<file path="config.mk">
export PLATFORM = sky130hd
export DESIGN_NAME = gcd_unit
export DESIGN_NICKNAME = d
export VERILOG_FILES = /design/src/rtl/gcd_pkg.sv /design/src/rtl/gcd_en_reg.sv /design/src/rtl/gcd_dpath.sv /design/src/rtl/gcd_ctrl.sv /design/src/rtl/gcd_unit.sv
export SDC_FILE = /design/constraint.sdc
export NUM_CORES = 1
export LEC_CHECK = 0
export BUFFER_PORTS_ARGS = -buffer_cell sky130_fd_sc_hd__buf_2
export CORE_UTILIZATION = 24
export CTS_BUF_LIST = sky130_fd_sc_hd__clkbuf_8
export DETAILED_ROUTE_END_ITERATION = 8
export PLACE_DENSITY = 0.5
export SLEW_MARGIN = 5
export SYNTH_ARGS = -nofsm -noshare
export SYNTH_HDL_FRONTEND = slang
export SYNTH_SLANG_ARGS = --single-unit
export TNS_END_PERCENT = 5
</file>
<file path="constraint.sdc">
create_clock -name clk -period 7.97 [get_ports clk]
set_clock_uncertainty 0.2 [all_clocks]
set_input_delay 0.797 -clock clk [delete_from_list [all_inputs] [get_ports clk]]
set_output_delay 0.797 -clock clk [all_outputs]
set_load 0.005 [all_outputs]
</file>
<file path="src/rtl/gcd_pkg.sv">
package gcd_pkg;
  typedef enum logic [1:0] {
    ST_IDLE = 2'd0,
    ST_CALC = 2'd1,
    ST_DONE = 2'd2
  } gcd_state_e;

  typedef enum logic [1:0] {
    ASEL_LOAD = 2'd0,
    ASEL_PEER = 2'd1,
    ASEL_DIFF = 2'd2
  } a_sel_e;

  typedef enum logic {
    BSEL_LOAD = 1'b0,
    BSEL_PEER = 1'b1
  } b_sel_e;
endpackage

</file>
<file path="src/rtl/gcd_en_reg.sv">
module gcd_en_reg #(
  parameter int W = 16
) (
  input  logic         clk,
  input  logic         en,
  input  logic [W-1:0] d,
  output logic [W-1:0] q
);
  always_ff @(posedge clk) begin
    if (en) q <= d;
  end
endmodule

</file>
<file path="src/rtl/gcd_dpath.sv">
module gcd_dpath
  import gcd_pkg::*;
#(
  parameter int W = 16
) (
  input  logic         clk,
  input  logic [W-1:0] in_a,
  input  logic [W-1:0] in_b,
  input  logic         a_en,
  input  logic         b_en,
  input  a_sel_e       a_sel,
  input  b_sel_e       b_sel,
  output logic         b_zero,
  output logic         a_lt_b,
  output logic [W-1:0] result
);
  logic [W-1:0] a_q, b_q, a_d, b_d, diff;

  assign diff = a_q - b_q;

  always_comb begin
    unique case (a_sel)
      ASEL_PEER: a_d = b_q;
      ASEL_DIFF: a_d = diff;
      default:   a_d = in_a;
    endcase
  end

  assign b_d = (b_sel == BSEL_PEER) ? a_q : in_b;

  gcd_en_reg #(.W(W)) a_reg_i (.clk(clk), .en(a_en), .d(a_d), .q(a_q));
  gcd_en_reg #(.W(W)) b_reg_i (.clk(clk), .en(b_en), .d(b_d), .q(b_q));

  assign b_zero = (b_q == '0);
  assign a_lt_b = (a_q < b_q);
  assign result = a_q;
endmodule

</file>
<file path="src/rtl/gcd_ctrl.sv">
module gcd_ctrl
  import gcd_pkg::*;
(
  input  logic   clk,
  input  logic   rst,
  input  logic   in_valid,
  input  logic   out_ready,
  input  logic   b_zero,
  input  logic   a_lt_b,
  output logic   in_ready,
  output logic   out_valid,
  output logic   a_en,
  output logic   b_en,
  output a_sel_e a_sel,
  output b_sel_e b_sel
);
  gcd_state_e st, st_nxt;

  always_ff @(posedge clk) begin
    if (rst) st <= ST_IDLE;
    else     st <= st_nxt;
  end

  always_comb begin
    st_nxt = st;
    a_en   = 1'b0;
    b_en   = 1'b0;
    a_sel  = ASEL_LOAD;
    b_sel  = BSEL_LOAD;
    unique case (st)
      ST_IDLE: if (in_valid) begin
        a_en   = 1'b1;
        b_en   = 1'b1;
        st_nxt = ST_CALC;
      end
      ST_CALC: begin
        if (a_lt_b) begin
          a_en  = 1'b1;
          b_en  = 1'b1;
          a_sel = ASEL_PEER;
          b_sel = BSEL_PEER;
        end else if (!b_zero) begin
          a_en  = 1'b1;
          a_sel = ASEL_DIFF;
        end else begin
          st_nxt = ST_DONE;
        end
      end
      ST_DONE: if (out_ready) st_nxt = ST_IDLE;
      default: st_nxt = ST_IDLE;
    endcase
  end

  assign in_ready  = (st == ST_IDLE);
  assign out_valid = (st == ST_DONE);
endmodule

</file>
<file path="src/rtl/gcd_unit.sv">
module gcd_unit
  import gcd_pkg::*;
#(
  parameter int W = 16
) (
  input  logic         clk,
  input  logic         rst,
  input  logic         in_valid,
  output logic         in_ready,
  input  logic [W-1:0] in_a,
  input  logic [W-1:0] in_b,
  output logic         out_valid,
  input  logic         out_ready,
  output logic [W-1:0] out_data
);
  logic   a_en, b_en, b_zero, a_lt_b;
  a_sel_e a_sel;
  b_sel_e b_sel;

  gcd_ctrl ctrl_i (
    .clk(clk), .rst(rst), .in_valid(in_valid), .out_ready(out_ready),
    .b_zero(b_zero), .a_lt_b(a_lt_b), .in_ready(in_ready),
    .out_valid(out_valid), .a_en(a_en), .b_en(b_en),
    .a_sel(a_sel), .b_sel(b_sel)
  );

  gcd_dpath #(.W(W)) dpath_i (
    .clk(clk), .in_a(in_a), .in_b(in_b), .a_en(a_en), .b_en(b_en),
    .a_sel(a_sel), .b_sel(b_sel), .b_zero(b_zero), .a_lt_b(a_lt_b),
    .result(out_data)
  );
endmodule

</file>
==> impl_results.html, run 1 <==
<table>
<tr><th>Metric</th><th>Value</th></tr>
<tr><th colspan="2">Logic synthesis</th></tr>
<tr><td>Synthesized area divided by synthesized cell count</td><td>9.14 um^2</td></tr>
<tr><td>Area share of the leading cell type in the synthesized netlist</td><td>0.386</td></tr>
<tr><td>Number of warnings issued by yosys</td><td>0</td></tr>
<tr><td>Post-Synth Adder-Cell Area</td><td>0.0885</td></tr>
<tr><td>Multiplexer fraction of the synthesized cell area</td><td>0.00402</td></tr>
<tr><td>Post-synthesis net count</td><td>about 330</td></tr>
<tr><td>Total of flip-flops plus latches after synthesis</td><td>34</td></tr>
<tr><td>Dominant combinational cell family by area after synthesis</td><td>compound AO/OA/AOI/OAI gates</td></tr>
<tr><td>Synth Area in Compound Gates</td><td>0.201</td></tr>
<tr><td>Simple logic cell fraction of the synthesized area</td><td>0.200</td></tr>
<tr><td>Proportion of synthesized chip area in sequential cells</td><td>0.402</td></tr>
<tr><td>Synthesized-area fraction occupied by xor and xnor cells</td><td>0.0423</td></tr>
<tr><td>Number of enable flip-flop cells after synthesis</td><td>32</td></tr>
<tr><td>Cell type with the largest total area after synthesis</td><td>sky130_fd_sc_hd__edfxtp_1</td></tr>
<tr><td>Share of flip-flops with an asynchronous set or reset</td><td>0</td></tr>
<tr><td>Number of library cell types mapped by synthesis</td><td>44</td></tr>
<tr><td>Number of instances in the synthesized netlist</td><td>272</td></tr>
<tr><td>Top area cells in the synthesized netlist</td><td>sky130_fd_sc_hd__edfxtp_1, sky130_fd_sc_hd__nand2_1, sky130_fd_sc_hd__ha_1, sky130_fd_sc_hd__a221o_1, sky130_fd_sc_hd__and3_1</td></tr>
<tr><td>Most used flip-flop cell after synthesis</td><td>sky130_fd_sc_hd__edfxtp_1</td></tr>
<tr><td>Cell area after technology mapping</td><td>0.00249 mm^2</td></tr>
<tr><th colspan="2">Floorplan</th></tr>
<tr><td>IO Pins</td><td>54</td></tr>
<tr><td>Die Footprint</td><td>0.0108 mm^2</td></tr>
<tr><td>Initial Util</td><td>0.251</td></tr>
<tr><td>Die height</td><td>~100 um</td></tr>
<tr><td>Area of the core</td><td>0.00991 mm^2</td></tr>
<tr><td>X dimension of the die</td><td>104 um</td></tr>
<tr><td>Rows</td><td>36</td></tr>
<tr><th colspan="2">GRT</th></tr>
<tr><td>Pin count of the biggest net entering global routing</td><td>36</td></tr>
<tr><td>Overall routing resource usage</td><td>0.132</td></tr>
<tr><td>Sum of overflow across all layers after global routing</td><td>0</td></tr>
<tr><td>Initial antenna violation count</td><td>0</td></tr>
<tr><td>Number of global-route vias before repair</td><td>2164</td></tr>
<tr><td>Wire length of the first global-routing pass</td><td>approximately 11 mm</td></tr>
<tr><th colspan="2">Timing</th></tr>
<tr><td>Final period util</td><td>0.421</td></tr>
<tr><td>Upper clock frequency limit</td><td>298 MHz</td></tr>
<tr><td>Final sum of negative setup slack</td><td>0 ps</td></tr>
<tr><td>Final setup vio count</td><td>0</td></tr>
<tr><td>Slew @ Worst Pin</td><td>around 1100 ps</td></tr>
<tr><td>Relative slew margins</td><td>0.274</td></tr>
<tr><td>Count of pins over their slew limit</td><td>0</td></tr>
<tr><td>Setup repair after global routing missed its margin</td><td>no</td></tr>
<tr><td>Final critical delay including setup and external delays</td><td>3350 ps</td></tr>
<tr><td>Total count of hold-check failures in the final report</td><td>0</td></tr>
<tr><th colspan="2">Setup path</th></tr>
<tr><td>Path depth of the worst reg2reg path</td><td>9</td></tr>
<tr><td>Peak fanout along the critical path</td><td>35</td></tr>
<tr><td>Worst flop-to-flop path startpoint</td><td>dpath_i.a_reg_i.q[0]</td></tr>
<tr><td>Nature of the critical path endpoint</td><td>register</td></tr>
<tr><td>Reg2reg setup slack</td><td>4620 ps</td></tr>
<tr><td>Destination of the worst register-to-register timing path</td><td>dpath_i.a_reg_i.q[14]</td></tr>
<tr><td>Critical path startpoint category</td><td>register</td></tr>
<tr><td>Category of the critical setup timing path</td><td>reg2reg</td></tr>
<tr><td>Worst path arrival time</td><td>~3300 ps</td></tr>
<tr><td>Crit path launch</td><td>dpath_i.a_reg_i.q[0]</td></tr>
<tr><td>Required time of the critical path</td><td>7920 ps</td></tr>
<tr><th colspan="2">Place</th></tr>
<tr><td>GP Congestion</td><td>0.874</td></tr>
<tr><td>Number of instances in the placed design</td><td>448</td></tr>
<tr><td>Number of buffer cells added on primary ports</td><td>53</td></tr>
<tr><td>Half-perimeter wire length of the detailed placement result</td><td>5.10 mm</td></tr>
<tr><th colspan="2">Clock network</th></tr>
<tr><td>Hold buffer count at CTS</td><td>0</td></tr>
<tr><td>Insertion delay to the later sink of the worst-skew pair</td><td>290 ps</td></tr>
<tr><td>Clock tree from TritonCTS</td><td>built</td></tr>
<tr><td>Clock sinks</td><td>34</td></tr>
<tr><td>Clock transition at the registers of the reported paths</td><td>about 80 ps</td></tr>
<tr><td>Max Buffers Root-to-Sink</td><td>2</td></tr>
<tr><td>TritonCTS Buffers</td><td>5</td></tr>
<tr><td>CTS root buf</td><td>sky130_fd_sc_hd__clkbuf_8</td></tr>
<tr><td>Post-CTS repair timing setup buffer count</td><td>0</td></tr>
<tr><td>Number of levels the H-tree was split into</td><td>2</td></tr>
<tr><td>Number of instances resized during post-cts repair</td><td>0</td></tr>
<tr><th colspan="2">Min path</th></tr>
<tr><td>Terminating pin of the worst hold path</td><td>dpath_i.b_reg_i.q[15]</td></tr>
<tr><td>HP Start</td><td>dpath_i.a_reg_i.q[15]</td></tr>
<tr><td>Number of cells on the worst hold path</td><td>2</td></tr>
<tr><td>Worst min-delay path class</td><td>reg2reg</td></tr>
<tr><th colspan="2">Cells and area</th></tr>
<tr><td>Fraction of layout cells with a size suffix above 1</td><td>0.204</td></tr>
<tr><td>Growth of design area from synthesis to finish</td><td>18.5%</td></tr>
<tr><td>Highest-count cells in the layout ignoring fill and taps</td><td>sky130_fd_sc_hd__nand2_1, sky130_fd_sc_hd__buf_2, sky130_fd_sc_hd__edfxtp_1</td></tr>
<tr><td>Antenna cell count</td><td>0</td></tr>
<tr><td>Final std cells w/o fill</td><td>456</td></tr>
<tr><td>Number of inserted filler cells in the final layout</td><td>1099</td></tr>
<tr><td>Net count reported at finish</td><td>between 300 and 400</td></tr>
<tr><td>Sequential Area</td><td>0.00100 mm^2</td></tr>
<tr><td>Leading cell type in the layout, fill and taps excluded</td><td>sky130_fd_sc_hd__nand2_1</td></tr>
<tr><td>Footprint of the multi-input gates</td><td>0.00134 mm^2</td></tr>
<tr><th colspan="2">Drt</th></tr>
<tr><td>Detailed Route WL</td><td>6.95 mm</td></tr>
<tr><td>Length of the first detailed-routing pass in iterations</td><td>4</td></tr>
<tr><td>Violation count after the first detailed-routing iteration</td><td>approximately 100</td></tr>
<tr><td>DRC violation count after routing</td><td>0</td></tr>
<tr><td>Vias</td><td>2186</td></tr>
<tr><td>Average vias per placed instance</td><td>4.79</td></tr>
<tr><td>Antenna violation net count after detailed routing</td><td>0</td></tr>
<tr><td>Average wire length per cell after detail routing</td><td>15.2 um</td></tr>
<tr><th colspan="2">Job</th></tr>
<tr><td>Max-cap violations</td><td>0</td></tr>
<tr><th colspan="2">Run status</th></tr>
<tr><td>Result of the run</td><td>finished, final reports clean</td></tr>
</table>
==> final cells by class <==
type,instances,share of cell area
clock buffers,5,0.0233
clock inverters,3,0.00382
inverters,23,0.0293
multi-input cells,204,0.455
flip-flops and latches,34,0.340
well taps,133,0.0565
repair buffers,54,0.0925
==> critical path, cell delays in order (launching register included) <==
cell and delay [ps]:
sky130_fd_sc_hd__edfxtp_1 370, sky130_fd_sc_hd__inv_1 70, sky130_fd_sc_hd__ha_1 220, sky130_fd_sc_hd__fa_1 410
sky130_fd_sc_hd__nand2b_1 180, sky130_fd_sc_hd__a21oi_1 220, sky130_fd_sc_hd__o21a_1 260, sky130_fd_sc_hd__a211o_1 890
sky130_fd_sc_hd__and3_1 290, sky130_fd_sc_hd__a221o_1 120
==> metal layers <==
| metal | vias to the layer above | GRT usage | routed length (um) |
|---|---|---|---|
| met3 | 6 | 0.0283 | 330 |
| met2 | 56 | 0.206 | 3170 |
| met5 | - | 0 | 0 |
| met1 | 1024 | 0.181 | 3350 |
| li1 | 1100 | - | - |
| met4 | 0 | 0.0429 | 92 |
==> cell usage after synthesis, types with 4 or more instances <==
master / number
sky130_fd_sc_hd__edfxtp_1: 32
sky130_fd_sc_hd__and3_1: 17
sky130_fd_sc_hd__nor2_1: 8
sky130_fd_sc_hd__nand2b_1: 7
sky130_fd_sc_hd__a21o_1: 5
sky130_fd_sc_hd__nand2_1: 56
sky130_fd_sc_hd__a21oi_1: 15
sky130_fd_sc_hd__nor4_1: 4
sky130_fd_sc_hd__o21ai_0: 10
sky130_fd_sc_hd__xnor2_1: 6
sky130_fd_sc_hd__clkbuf_1: 6
sky130_fd_sc_hd__a221o_1: 15
sky130_fd_sc_hd__ha_1: 16
sky130_fd_sc_hd__nand4_1: 4
sky130_fd_sc_hd__xor2_1: 6
sky130_fd_sc_hd__inv_1: 23
==> state kept, by name, indices dropped and copies added (netlist names) <==
signal / cells
dpath_i.b_reg_i.q: 16
ctrl_i.st: 2
dpath_i.a_reg_i.q: 16
==> logic make-up after synthesis <==
logic type,after synthesis
adder cells (fa/ha/maj),17
flip-flops,34
AO/OA/AOI/OAI,68
AND/OR/NAND/NOR,106
XOR/XNOR,12
buffers and inverters,34
multiplexers,1
==> metrics by stage <==
step	hold WS, ps	setup slack, ps	instance area (um^2)	util
6_report	390	4620	2950	0.297
5_1_grt	424	4360	2950	0.297
4_1_cts	400	4630	2950	0.297
2_1_floorplan	354	5290	2490	-
3_5_place_dp	381	4680	2870	0.289
3_3_place_gp	366	4740	2870	0.289
==> worst max-delay path by stage <==
stage	end	slack, ps
2_1_floorplan	dpath_i.a_reg_i.q[0]	5290
3_3_place_gp	dpath_i.a_reg_i.q[12]	4740
3_5_place_dp	dpath_i.a_reg_i.q[15]	4680
4_1_cts	dpath_i.a_reg_i.q[15]	4630
5_1_grt	dpath_i.a_reg_i.q[12]	4360
6_report	dpath_i.a_reg_i.q[14]	4620
Power of run 1 is not shown: default switching activity piles up to over one toggle a cycle in this logic, so the estimate is an artifact.
==> run 2: changes to the inputs <==
Settings changed: PLACE_DENSITY 0.5 to 0.51.
Clock period 7.97 ns to 2.8 ns, I/O delays scaled along.
==> run 2 against run 1 <==
First-iteration DRC count increased by 13%. Via count increased by 6.8%. Sequential share of layout area decreased by 5.6 points. Final area increased by 20%. Critical endpoint is now dpath_i.a_reg_i.q[8]. Core utilization increased by 5.8 points.
==> impl_results.html, run 2 (synthesis results as in run 1) <==
<table>
<tr><th>Metric</th><th>Value</th></tr>
<tr><th colspan="2">Run status</th></tr>
<tr><td>Result of the run</td><td>finished, final reports clean</td></tr>
<tr><th colspan="2">Drt</th></tr>
<tr><td>Average wire length per cell after detail routing</td><td>15.8 um</td></tr>
<tr><td>Antenna violation net count after detailed routing</td><td>0</td></tr>
<tr><td>Average vias per placed instance</td><td>4.73</td></tr>
<tr><td>DRC violation count after routing</td><td>0</td></tr>
<tr><td>Vias</td><td>about 2.3k</td></tr>
<tr><td>Violation count after the first detailed-routing iteration</td><td>117</td></tr>
<tr><td>Length of the first detailed-routing pass in iterations</td><td>4</td></tr>
<tr><td>Detailed Route WL</td><td>7.79 mm</td></tr>
<tr><th colspan="2">Setup path</th></tr>
<tr><td>Crit path max-delay cell type</td><td>sky130_fd_sc_hd__edfxtp_1</td></tr>
<tr><td>Critical path startpoint category</td><td>register</td></tr>
<tr><td>Total buffers and inverters traversed by the critical path</td><td>2</td></tr>
<tr><td>Cell count along the critical path</td><td>9</td></tr>
<tr><td>Nature of the critical path endpoint</td><td>register</td></tr>
<tr><td>Worst path arrival time</td><td>2610 ps</td></tr>
<tr><td>Category of the critical setup timing path</td><td>reg2reg</td></tr>
<tr><td>Gate family responsible for the most delay along the worst path</td><td>compound AO/OA/AOI/OAI gates</td></tr>
<tr><td>Ordered list of cells on the worst path</td><td>inv_2, ha_4, o211ai_1, a21oi_4, o21a_2, a211o_4, clkbuf_16, and3_4, a221o_1</td></tr>
<tr><td>Path depth of the worst reg2reg path</td><td>9</td></tr>
<tr><td>Required time of the critical path</td><td>2640 ps</td></tr>
<tr><td>Peak fanout along the critical path</td><td>7</td></tr>
<tr><td>Maximum single-stage delay on the critical path</td><td>430 ps</td></tr>
<tr><td>Reg2reg setup slack</td><td>approximately 32 ps</td></tr>
<tr><th colspan="2">GRT</th></tr>
<tr><td>Initial antenna violation count</td><td>0</td></tr>
<tr><td>Wire length of the first global-routing pass</td><td>between 10 and 15 mm</td></tr>
<tr><td>Sum of overflow across all layers after global routing</td><td>0</td></tr>
<tr><td>Overall routing resource usage</td><td>0.139</td></tr>
<tr><td>Pin count of the biggest net entering global routing</td><td>28</td></tr>
<tr><td>Number of global-route vias before repair</td><td>2346</td></tr>
<tr><th colspan="2">Timing</th></tr>
<tr><td>Count of pins over their slew limit</td><td>0</td></tr>
<tr><td>Final period util</td><td>0.989</td></tr>
<tr><td>Final critical delay including setup and external delays</td><td>2770 ps</td></tr>
<tr><td>Slew @ Worst Pin</td><td>465 ps</td></tr>
<tr><td>Final Worst Setup Slack</td><td>32.0 ps</td></tr>
<tr><td>Final setup vio count</td><td>0</td></tr>
<tr><td>Final sum of negative setup slack</td><td>0 ps</td></tr>
<tr><td>Total count of hold-check failures in the final report</td><td>0</td></tr>
<tr><td>Upper clock frequency limit</td><td>361 MHz</td></tr>
<tr><td>Setup repair after global routing missed its margin</td><td>yes</td></tr>
<tr><td>Relative slew margins</td><td>0.687</td></tr>
<tr><th colspan="2">Cells and area</th></tr>
<tr><td>Number of inserted filler cells in the final layout</td><td>around 1.0k</td></tr>
<tr><td>Final cell area excluding filler cells</td><td>0.00353 mm^2</td></tr>
<tr><td>Final std cells w/o fill</td><td>493</td></tr>
<tr><td>Fraction of layout cells with a size suffix above 1</td><td>0.364</td></tr>
<tr><td>Net count reported at finish</td><td>412</td></tr>
<tr><td>Growth of design area from synthesis to finish</td><td>41.8%</td></tr>
<tr><td>Registers with the highest flip-flop counts</td><td>dpath_i.a_reg_i.q: 16 flops, dpath_i.b_reg_i.q: 16 flops, ctrl_i.st: 2 flops</td></tr>
<tr><td>Antenna cell count</td><td>0</td></tr>
<tr><td>Highest-count cells in the layout ignoring fill and taps</td><td>sky130_fd_sc_hd__nand2_1, sky130_fd_sc_hd__buf_2, sky130_fd_sc_hd__edfxtp_1</td></tr>
<tr><td>Leading cell type in the layout, fill and taps excluded</td><td>sky130_fd_sc_hd__nand2_1</td></tr>
<tr><th colspan="2">Place</th></tr>
<tr><td>Half-perimeter wire length of the detailed placement result</td><td>5.60 mm</td></tr>
<tr><td>Post-Place Cell Area</td><td>0.00310 mm^2</td></tr>
<tr><td>Number of buffer cells added on primary ports</td><td>53</td></tr>
<tr><td>GP Congestion</td><td>0.898</td></tr>
<tr><td>Number of instances in the placed design</td><td>~470</td></tr>
<tr><td>Place WS</td><td>-106 ps</td></tr>
<tr><th colspan="2">Floorplan</th></tr>
<tr><td>Initial Util</td><td>0.251</td></tr>
<tr><td>X dimension of the die</td><td>104 um</td></tr>
<tr><td>Area of the core</td><td>0.00991 mm^2</td></tr>
<tr><td>Die height</td><td>104 um</td></tr>
<tr><td>Rows</td><td>36</td></tr>
<tr><td>Die Footprint</td><td>0.0108 mm^2</td></tr>
<tr><td>IO Pins</td><td>54</td></tr>
<tr><th colspan="2">Clock network</th></tr>
<tr><td>CTS root buf</td><td>sky130_fd_sc_hd__clkbuf_8</td></tr>
<tr><td>Max Buffers Root-to-Sink</td><td>2</td></tr>
<tr><td>TritonCTS Buffers</td><td>5</td></tr>
<tr><td>Number of levels the H-tree was split into</td><td>2</td></tr>
<tr><td>Insertion delay to the later sink of the worst-skew pair</td><td>290 ps</td></tr>
<tr><td>Clock tree from TritonCTS</td><td>built</td></tr>
<tr><td>Clock sinks</td><td>34</td></tr>
<tr><td>Clock transition at the registers of the reported paths</td><td>around 70 ps</td></tr>
<tr><th colspan="2">Job</th></tr>
<tr><td>Max-cap violations</td><td>0</td></tr>
<tr><th colspan="2">Min path</th></tr>
<tr><td>Worst min-delay path class</td><td>in2reg</td></tr>
<tr><td>Number of cells on the worst hold path</td><td>3</td></tr>
</table>
==> run 2: cell types whose count changed in the layout (fill, tap and decap cells not counted), sizes merged <==
cell and delta:
dlygate4sd3 +1, buf +33, clkbuf +3, inv -1, bufinv +1
==> run 2: path summary, 6_finish.rpt <==
path / from / end
worst max-delay path: dpath_i.b_reg_i.q[3] / dpath_i.a_reg_i.q[8]
worst min-delay path: in_b[3] / dpath_i.b_reg_i.q[3]
worst max register to register: dpath_i.b_reg_i.q[3] / dpath_i.a_reg_i.q[8]
worst min register to register: dpath_i.a_reg_i.q[13] / dpath_i.b_reg_i.q[13]
==> run 2: routing by layer <==
| metal | global-route usage | part of all wire | vias to the layer above |
|---|---|---|---|
| li1 | - | - | 1178 |
| met1 | 0.194 | 0.51 | 1112 |
| met2 | 0.221 | 0.45 | 37 |
| met3 | 0.0208 | 0.020 | 7 |
| met4 | 0.0429 | 0.012 | 0 |
| met5 | 0 | 0 | - |
==> run 2: worst register-to-register path: stages, from the launching register on <==
cell	delay, ps
sky130_fd_sc_hd__edfxtp_1	430
sky130_fd_sc_hd__inv_2	90
sky130_fd_sc_hd__ha_4	200
sky130_fd_sc_hd__o211ai_1	320
sky130_fd_sc_hd__a21oi_4	60
sky130_fd_sc_hd__o21a_2	260
sky130_fd_sc_hd__a211o_4	390
sky130_fd_sc_hd__clkbuf_16	180
sky130_fd_sc_hd__and3_4	140
sky130_fd_sc_hd__a221o_1	250
==> run 2: metrics by stage <==
step	hold slack, ps	utilization
5_1_grt	52.9	0.356
4_1_cts	48.2	0.326
2_1_floorplan	152	-
6_report	49.0	0.356
3_5_place_dp	255	0.313
3_3_place_gp	256	0.313
==> run 2: area by class of cell <==
class	count	area [um^2]	area share
inverters	23	86.3	0.0245
repair buffers	91	667	0.189
flip-flops and latches	34	1000	0.284
clock buffers	5	68.8	0.0195
well taps	133	166	0.0472
multi-input cells	204	1500	0.425
clock inverters	3	37.5	0.0106
==> run 2: repair_timing <==
action | CTS | global route
setup buffers | 0 | 9
pin swaps | 1 | 19
gates cloned | 0 | 3
endpoints found under the hold margin | 2 | 0
hold buffers | 1 | 0
setup endpoints to repair | 40 | 48
gates resized for setup | 3 | 33
Power of run 2 is left out for the same reason.
==> run 3: changes to the inputs <==
Settings changed: CORE_UTILIZATION 24 to 51, PLACE_DENSITY 0.51 to default, PLACE_DENSITY_LB_ADDON from default to 0.25.
==> run 3 against run 2 <==
Core utilization grew 34 points. Final area shrank 7.3%. Wire length shrank 15%. Setup slack gained 24 ps. Global-route usage grew 13 points. Maximum frequency grew 0.87%. Die area shrank 52%. Via count grew 2.7%. Sequential share of layout area grew 2.2 points. Non-clock buffer count shrank 5.
==> impl_results.html, run 3 (synthesis results as in run 1) <==
<table>
<tr><th>Metric</th><th>Value</th></tr>
<tr><th colspan="2">Cells and area</th></tr>
<tr><td>Fraction of layout cells with a size suffix above 1</td><td>0.324</td></tr>
<tr><td>Sequential Area</td><td>0.00100 mm^2</td></tr>
<tr><td>Core Util, Final</td><td>0.697</td></tr>
<tr><td>Growth of design area from synthesis to finish</td><td>31.5%</td></tr>
<tr><td>Number of inserted filler cells in the final layout</td><td>356</td></tr>
<tr><td>Antenna cell count</td><td>0</td></tr>
<tr><td>Registers with the highest flip-flop counts</td><td>dpath_i.a_reg_i.q: 16 flops, dpath_i.b_reg_i.q: 16 flops, ctrl_i.st: 2 flops</td></tr>
<tr><td>Net count reported at finish</td><td>407</td></tr>
<tr><td>Footprint of the multi-input gates</td><td>0.00145 mm^2</td></tr>
<tr><td>Highest-count cells in the layout ignoring fill and taps</td><td>sky130_fd_sc_hd__nand2_1, sky130_fd_sc_hd__buf_2, sky130_fd_sc_hd__edfxtp_1</td></tr>
<tr><td>Leading cell type in the layout, fill and taps excluded</td><td>sky130_fd_sc_hd__nand2_1</td></tr>
<tr><th colspan="2">Setup path</th></tr>
<tr><td>Category of the critical setup timing path</td><td>reg2reg</td></tr>
<tr><td>Maximum single-stage delay on the critical path</td><td>430 ps</td></tr>
<tr><td>Required time of the critical path</td><td>2640 ps</td></tr>
<tr><td>Worst flop-to-flop path startpoint</td><td>dpath_i.b_reg_i.q[7]</td></tr>
<tr><td>Nature of the critical path endpoint</td><td>register</td></tr>
<tr><td>Crit path max-delay cell type</td><td>sky130_fd_sc_hd__edfxtp_1</td></tr>
<tr><td>Path depth of the worst reg2reg path</td><td>9</td></tr>
<tr><td>Ordered list of cells on the worst path</td><td>inv_1, ha_4, a21o_1, nand2b_1, o21a_2, a211o_4, buf_6, and3_1, a221o_1</td></tr>
<tr><td>Peak fanout along the critical path</td><td>12</td></tr>
<tr><td>Worst path arrival time</td><td>2580 ps</td></tr>
<tr><td>Reg2reg setup slack</td><td>60 ps</td></tr>
<tr><td>Destination of the worst register-to-register timing path</td><td>dpath_i.a_reg_i.q[8]</td></tr>
<tr><td>Critical path startpoint category</td><td>register</td></tr>
<tr><th colspan="2">GRT</th></tr>
<tr><td>Sum of overflow across all layers after global routing</td><td>0</td></tr>
<tr><td>Pin count of the biggest net entering global routing</td><td>23</td></tr>
<tr><td>Number of global-route vias before repair</td><td>2245</td></tr>
<tr><td>Overall routing resource usage</td><td>0.265</td></tr>
<tr><td>Initial antenna violation count</td><td>0</td></tr>
<tr><td>Wire length of the first global-routing pass</td><td>10.5 mm</td></tr>
<tr><th colspan="2">Clock network</th></tr>
<tr><td>Max Buffers Root-to-Sink</td><td>2</td></tr>
<tr><td>Clock tree from TritonCTS</td><td>built</td></tr>
<tr><td>Clock sinks</td><td>34</td></tr>
<tr><td>Clock transition at the registers of the reported paths</td><td>~70 ps</td></tr>
<tr><td>Number of levels the H-tree was split into</td><td>2</td></tr>
<tr><td>TritonCTS Buffers</td><td>5</td></tr>
<tr><td>CTS root buf</td><td>sky130_fd_sc_hd__clkbuf_8</td></tr>
<tr><td>Insertion delay to the later sink of the worst-skew pair</td><td>between 200 and 300 ps</td></tr>
<tr><th colspan="2">Timing</th></tr>
<tr><td>Slew @ Worst Pin</td><td>435 ps</td></tr>
<tr><td>Upper clock frequency limit</td><td>364 MHz</td></tr>
<tr><td>Count of pins over their slew limit</td><td>0</td></tr>
<tr><td>Final Worst Setup Slack</td><td>55.8 ps</td></tr>
<tr><td>Final period util</td><td>0.980</td></tr>
<tr><td>Final critical delay including setup and external delays</td><td>2740 ps</td></tr>
<tr><td>Total count of hold-check failures in the final report</td><td>0</td></tr>
<tr><td>Final setup vio count</td><td>0</td></tr>
<tr><td>Relative slew margins</td><td>0.710</td></tr>
<tr><th colspan="2">Floorplan</th></tr>
<tr><td>Area of the core</td><td>0.00469 mm^2</td></tr>
<tr><td>Die Footprint</td><td>between 0.005 and 0.006 mm^2</td></tr>
<tr><td>Rows</td><td>25</td></tr>
<tr><td>Initial Util</td><td>0.530</td></tr>
<tr><td>X dimension of the die</td><td>71.8 um</td></tr>
<tr><td>Die height</td><td>about 72 um</td></tr>
<tr><td>IO Pins</td><td>between 50 and 60</td></tr>
<tr><th colspan="2">Min path</th></tr>
<tr><td>Terminating pin of the worst hold path</td><td>dpath_i.b_reg_i.q[9]</td></tr>
<tr><td>HP Start</td><td>in_b[9]</td></tr>
<tr><td>Number of cells on the worst hold path</td><td>3</td></tr>
<tr><td>Worst min-delay path class</td><td>in2reg</td></tr>
<tr><th colspan="2">Job</th></tr>
<tr><td>Max-cap violations</td><td>0</td></tr>
<tr><th colspan="2">Drt</th></tr>
<tr><td>Detailed Route WL</td><td>6.66 mm</td></tr>
<tr><td>Length of the first detailed-routing pass in iterations</td><td>4</td></tr>
<tr><td>Average wire length per cell after detail routing</td><td>16.3 um</td></tr>
<tr><td>Antenna violation net count after detailed routing</td><td>0</td></tr>
<tr><td>Violation count after the first detailed-routing iteration</td><td>162</td></tr>
<tr><td>Average vias per placed instance</td><td>slightly below 6</td></tr>
<tr><td>DRC violation count after routing</td><td>0</td></tr>
<tr><td>Vias</td><td>2396</td></tr>
<tr><th colspan="2">Place</th></tr>
<tr><td>Half-perimeter wire length of the detailed placement result</td><td>roughly 4.7 mm</td></tr>
<tr><td>GP Congestion</td><td>0.882</td></tr>
<tr><td>Number of buffer cells added on primary ports</td><td>53</td></tr>
<tr><td>Place WS</td><td>-208 ps</td></tr>
<tr><th colspan="2">Run status</th></tr>
<tr><td>Result of the run</td><td>finished, final reports clean</td></tr>
</table>
==> run 3: cell types whose count changed in the layout (fill, tap and decap cells not counted), sizes merged <==
cell,before,now
buf,87,85
bufinv,1,0
clkbuf,8,6
clkinv,0,1
inv,25,24
==> run 3: what timing repair did <==
| action | in CTS | in global routing |
|---|---|---|
| setup endpoints to repair | 15 | 47 |
| hold buffers | 1 | 0 |
| pin swaps | 1 | 6 |
| setup buffers | 1 | 11 |
| gates resized for setup | 6 | 16 |
| hold endpoints to repair | 2 | 0 |
==> run 3: layer usage <==
layer / part of all wire / global-route usage / vias to the layer above
li1: - / - / 1163
met1: 0.43 / 0.335 / 1132
met2: 0.49 / 0.442 / 90
met3: 0.058 / 0.0520 / 11
met4: 0.018 / 0.111 / 0
met5: 0 / 0 / -
==> run 3: metrics by stage <==
step / TNS (ps) / std cells / area, um^2 / hold slack [ps]
3_5_place_dp: -2820 / 388 / 2960 / 266
4_1_cts: 0 / 398 / 3100 / 47.8
3_3_place_gp: -1010 / 388 / 2960 / 258
6_report: 0 / 409 / 3270 / 55.2
2_1_floorplan: 0 / 272 / 2490 / 152
5_1_grt: -188 / 409 / 3270 / 49.9
==> run 3: worst max path at each step <==
stage	from	endpoint	slack, ps
2_1_floorplan	dpath_i.a_reg_i.q[0]	dpath_i.a_reg_i.q[0]	120
3_3_place_gp	dpath_i.a_reg_i.q[0]	dpath_i.a_reg_i.q[12]	-70
3_5_place_dp	dpath_i.b_reg_i.q[0]	dpath_i.a_reg_i.q[8]	-210
4_1_cts	dpath_i.a_reg_i.q[0]	dpath_i.a_reg_i.q[10]	5
5_1_grt	dpath_i.a_reg_i.q[3]	dpath_i.a_reg_i.q[10]	-20
6_report	dpath_i.b_reg_i.q[7]	dpath_i.a_reg_i.q[8]	60
==> run 3: area by class of cell <==
class	count	area share
clock buffer	6	0.0252
clock inverter	2	0.00268
inverter	23	0.0264
multi-input combinational	204	0.444
sequential	34	0.306
tap	54	0.0207
timing repair buffer	86	0.175
==> run 3: critical path: cells and delay by family (launching register included) <==
family          cells  cell delay [ps]
compound gates      4             1070
flops               1              430
simple gates        2              330
buf+inv             2              260
fa+ha+maj           1              210
Power of run 3 is left out for the same reason.
